$ cat src/rtl/buserr_capture.sv
module buserr_capture #(
  parameter int ADDR_W = 32,
  parameter int DATA_W = 32,
  parameter int MST_W  = 4
) (
  input  logic              clk,
  input  logic              rst_n,
  input  logic              err_valid,
  input  logic [ADDR_W-1:0] err_addr,
  input  logic [DATA_W-1:0] err_data,
  input  logic              err_is_data,
  input  logic              err_priv,
  input  logic [1:0]        err_size,
  input  logic              err_write,
  input  logic [MST_W-1:0]  err_master,
  input  logic              clr,
  input  logic [1:0]        rd_idx,
  output logic [31:0]       rd_data,
  output logic              irq
);
  localparam int REG_W = 32;

  logic              pend_q, ovr_q;
  logic [ADDR_W-1:0] addr_q;
  logic [DATA_W-1:0] data_q;
  logic              kind_q, priv_q, wr_q;
  logic [1:0]        size_q;
  logic [MST_W-1:0]  mst_q;
  logic              take;
  logic [3:0]        mst_ext;
  logic [REG_W-1:0]  attr_word;

  assign take = err_valid & (~pend_q | clr);

  always_ff @(posedge clk or negedge rst_n) begin
    if (!rst_n) begin
      pend_q <= 1'b0;
      ovr_q  <= 1'b0;
      addr_q <= '0;
      data_q <= '0;
      kind_q <= 1'b0;
      priv_q <= 1'b0;
      wr_q   <= 1'b0;
      size_q <= 2'b00;
      mst_q  <= '0;
    end else if (take) begin
      pend_q <= 1'b1;
      ovr_q  <= 1'b0;
      addr_q <= err_addr;
      data_q <= err_data;
      kind_q <= err_is_data;
      priv_q <= err_priv;
      wr_q   <= err_write;
      size_q <= err_size;
      mst_q  <= err_master;
    end else if (clr) begin
      pend_q <= 1'b0;
      ovr_q  <= 1'b0;
    end else if (err_valid) begin
      ovr_q  <= 1'b1;
    end
  end

  assign mst_ext   = 4'(mst_q);
  assign attr_word = {ovr_q, 19'b0, mst_ext, wr_q, 1'b0, size_q, 2'b00, priv_q, kind_q};
  assign irq       = pend_q;

  always_comb begin
    case (rd_idx)
      2'd0:    rd_data = REG_W'(addr_q);
      2'd1:    rd_data = attr_word;
      2'd2:    rd_data = REG_W'(data_q);
      default: rd_data = '0;
    endcase
  end
endmodule


$ cat config.mk
export PLATFORM = sky130hd
export DESIGN_NAME = buserr_capture
export DESIGN_NICKNAME = d
export VERILOG_FILES = /design/src/rtl/buserr_capture.sv
export SDC_FILE = /design/constraint.sdc
export NUM_CORES = 1
export LEC_CHECK = 0
export ABC_CLOCK_PERIOD_IN_PS = 1200
export BUFFER_PORTS_ARGS = -buffer_cell sky130_fd_sc_hd__clkbuf_2
export CORE_MARGIN = 4
export CORE_UTILIZATION = 30
export CTS_CLUSTER_DIAMETER = 80
export DETAILED_ROUTE_END_ITERATION = 8
export PLACE_DENSITY = 0.6
export SYNTH_ARGS = -nofsm -noshare
export SYNTH_HDL_FRONTEND = slang
export SYNTH_SLANG_ARGS = --single-unit
$ cat constraint.sdc
create_clock -name clk -period 1.2 [get_ports clk]
set_input_delay 0.24 -clock clk [delete_from_list [all_inputs] [get_ports clk]]
set_output_delay 0.24 -clock clk [all_outputs]
set_load 0.02 [all_outputs]
# Word level (Yosys, flattened, before mapping)
# Index checks and enable logic that the tools add are counted.
# word_totals
mem_count,0
ram_bits,0
elab_cells,23
romBits,0
ff_bits,75
latch_bits,0
# classes
n_mux,6
n_reduce_logical,3
shift,0
div,0
n_lt_le_gt_ge,0
addsub,0
n_eq_ne,2
multipliers,0
bitwise,3
# ops
op,count
$pmux W32 S3,1
$mux W1,5
$reduce_bool A3 Y1,1
$eq A2 B1 Y1 const B,1
$eq A2 B2 Y1 const B,1
$logic_not A2 Y1,1
$reduce_bool A2 Y1,1
$and A1 B1 Y1,1
$not A1 Y1,1
$or A1 B1 Y1,1

# Logic depth before layout (Yosys ltp)
# logic_depth
ltp_word,4
ltp_mapped,5
ltp_nobuf,3

# Worst setup path before layout
# No wires, ideal clock.
# synth_path
kind,in2out
startpoint,in rd_idx[0]
endpoint,out rd_data[0]
setup_slack_ns,-0.199
required_time_ns,0.960
cell_stages,4
arrival_time_ns,1.159
path_cell_list,buf_2 -> buf_4 -> mux2i_1 -> o21ai_0
# synth_between
elab_chain_len,2
elab_cells_between_ends,4
classes_between,eq/ne: 2; mux: 1; reduce/logical: 1
# synth_rtl
item,line_no,rtl
from (decl),17,"input logic [1:0] rd_idx,"
"$eq A2 B2 Y1, or another cell as far along",69,case (rd_idx)
$pmux W32 S3 *,69,
to (decl),18,"output logic [31:0] rd_data,"
# Every way passes the cells marked *; elsewhere a longest branch is shown, timed or not.

# Final worst setup path
# layout_path
startpoint,reg mst_q[1] (netlist: mst_ext[1])
endpoint,out rd_data[9]
# layout_between
elab_chain_len,1
# layout_rtl
item,line_no,rtl
from (decl),28,logic [MST_W-1:0] mst_q;
from (signal assigned),55,mst_q <= err_master;
$pmux W32 S3,69,
# Every way passes these cells.

==> impl_metrics.csv <==
group,metric,value,unit
outcome,status,"complete, but fails checks",
outcome,violations,"negative setup slack",
final_layout,seqCellArea,1880,sq um
clock_network,cts.htree.levels,3,
sta,period_needed,1390,ps
logic_synthesis,synth_cell_types,15,
logic_synthesis,seq_area_frac_synth,51.7,%
logic_synthesis,synth.avg_cell_area,14.9,sq um
detailed_routing,wire_per_inst,16.2,microns
place,hpwl,5970,microns
sta,setup_violations,106,
final_layout,multi_input_area,1700,sq um
logic_synthesis,async_flop_share,100,%
critical_path,slowest_stage,"dfrtp_1",
clock_network,clock-sinks,75,
global_routing,grt_antenna_before_repair,0,
critical_path,worstSetupEndpointType,"output pin",
critical_path,cp-start-kind,"flip-flop",
global_routing,groute.usage.overall,12.9,%
detailed_routing,route.detailed.drc,0,
power,max-vdd-ir-drop,0.000737,V
place,dp_slack,-171,ps
global_routing,gr-total-overflow,0,
critical_path,critPathTopFamily,"flip-flops",
final_layout,layout_commonest_cell,"clkbuf_2",
sta,relSlewSlack,79.2,%
sta,max_freq,718,MHz
run,cap_violations,0,
floorplanning,std_cell_rows,39,
sta,slew_violations,0,
floorplanning,core_area,11600,sq um
logic_synthesis,ys.flop_type,"dfrtp_1",
clock_network,ctsLongestPathBuffers,2,
sta,worst_slew_pin_slew,312,ps
detailed_routing,ant_nets,0,
critical_path,crit_fanout,2,
logic_synthesis,syn_inst,244,
final_layout,area_growth,45.9,%
sta,timing.final.ws_setup,-193,ps
power,p_per_area,1460,nW/um^2
clock_network,cts-root-buf,"clkbuf_16",
final_layout,layout.nets,477,
place,port_buffers,111,
global_routing,grt_max_degree,34,
floorplanning,die_h,118,microns
detailed_routing,top_layer_used,"met4",
detailed_routing,dr_wl_met2,4120,microns
place,place.gp.congestion,0.772,
critical_path,critPathRequiredTime,960,ps
sta,finalCritPeriodShare,116,%
final_layout,utilization,45.7,%
clock_network,clk_pin_slew,60,ps
logic_synthesis,synth_edf_count,0,
power,power,7.75,mW
logic_synthesis,ys_ff_latch,75,
global_routing,grt_pass1_wl,14100,microns
sta,rsz0062_at_grt,"yes",
clock_network,cts_inserted_buffers,9,
logic_synthesis,yosysWarnings,0,
sta,hold_viol_final,0,
detailed_routing,avgViaCountPerCell,4.55,
critical_path,worstPathCellList,"mux2i_1 > o21ai_1 > buf_2",
detailed_routing,dr_wl_met3,642,microns
sta,hold_ws,64.4,ps
critical_path,path_buf_inv,1,
final_layout,mostFrequentLayoutCells,"clkbuf_2 (82), dfrtp_1 (74), mux2_4 (70)",
clock_network,insertion_delay,330,ps
final_layout,drive_above_1_share,64.7,%
floorplanning,die_area,13900,sq um
logic_synthesis,synth_area,3630,sq um
floorplanning,io_pins,112,
sta,finClkSkew,7.29,ps
worst_hold_path,min_path_type,"input pin to flip-flop",
clock_network,cts_tree,"built",
detailed_routing,met1_length,3980,microns
critical_path,crit_path_max_incr_delay,380,ps
final_layout,antennaDiodeCount,0,
floorplanning,die_x,118,microns
global_routing,grt_pass1_vias,2684,
detailed_routing,firstDrtPassIters,6,
critical_path,critPathKind,"flip-flop to output pin",
detailed_routing,drt_iter0_drc,136,
power,p_leak,2.74,nW
final_layout,fillerInstances,1040,
detailed_routing,vias,2479,
detailed_routing,drt-total-wl,8850,microns
floorplanning,initial_core_util,31.3,%
critical_path,cp.arrival,1150,ps
logic_synthesis,syn_nets,323,
Yosys cell counts (3+ instances only):
library cell	count	area share (%)
mux2_4	70	29
mux2_2	3	0.93
buf_4	3	0.62
nand2_1	10	1.0
buf_2	5	0.69
nor2_1	23	2.4
mux2i_1	33	9.1
dfrtp_1	75	52
buf_6	7	2.2
o21ai_0	10	1.4
power by group:
part	switching, mW	internal (mW)	leakage, nW	total (mW)
clock	1.07	1.60	0.134	2.67
sequential	0.211	2.90	0.877	3.11
combinational	0.769	1.20	1.73	1.97
total	2.05	5.70	2.74	7.75
worst paths after layout:
path	startpoint	endpoint	slack, ps	cells after the start
setup / recovery	mst_ext[1]	rd_data[9]	-190	3
setup reg to reg	irq	data_q[16]	-160	5
min in group asynchronous	rst_n	data_q[0]	330	2
hold / removal	clr	ovr_q	60	2
max in group asynchronous	rst_n	data_q[14]	380	3
hold reg to reg	addr_q[16]	addr_q[16]	510	1
what timing repair did:
item | 4_1_cts | 5_1_grt
endpoints found under the hold margin | 19 | 0
pin swaps | 1 | 3
buffers inserted | 13 | 17
endpoints found under the setup margin | 105 | 106
gates cloned | 5 | 0
resized for setup | 32 | 51
hold buffers | 1 | 0
metal layers:
metal | GRT usage (%) | vias up
met2 | 20.3 | 92
li1 | - | 1161
met1 | 16.2 | 1215
met5 | 0 | -
met3 | 5.29 | 11
met4 | 4.40 | 0
metrics by stage:
step	std cells	area, sq um	TNS [ps]
final	545	5300	-12520
after global routing	545	5300	-16960
after CTS	533	5200	-15110
after detailed placement	499	4520	-7710
after global placement	499	4520	-7170
after floorplan	244	3700	-4560
cell type report:
class | count | share of cell area, %
clock buffers | 9 | 4.25
clock inverters | 6 | 1.25
multi-input cells | 154 | 32.0
flip-flops and latches | 75 | 35.4
well taps | 143 | 3.37
repair buffers | 158 | 23.7
registers in the layout, summed over array words and instances (netlist names):
| signal | flops |
|---|---|
| priv_q | 1 |
| ovr_q | 1 |
| size_q | 2 |
| irq | 1 |
| data_q | 32 |
| wr_q | 1 |
| kind_q | 1 |
| addr_q | 32 |
| mst_ext | 4 |
kinds of logic after synthesis:
group / share of synthesized area (%)
simple gates: 4.44
compound gates: 1.38
mux: 38.9
flops: 51.7
buf+inv: 3.58
Power figures use the tool's default switching activity.
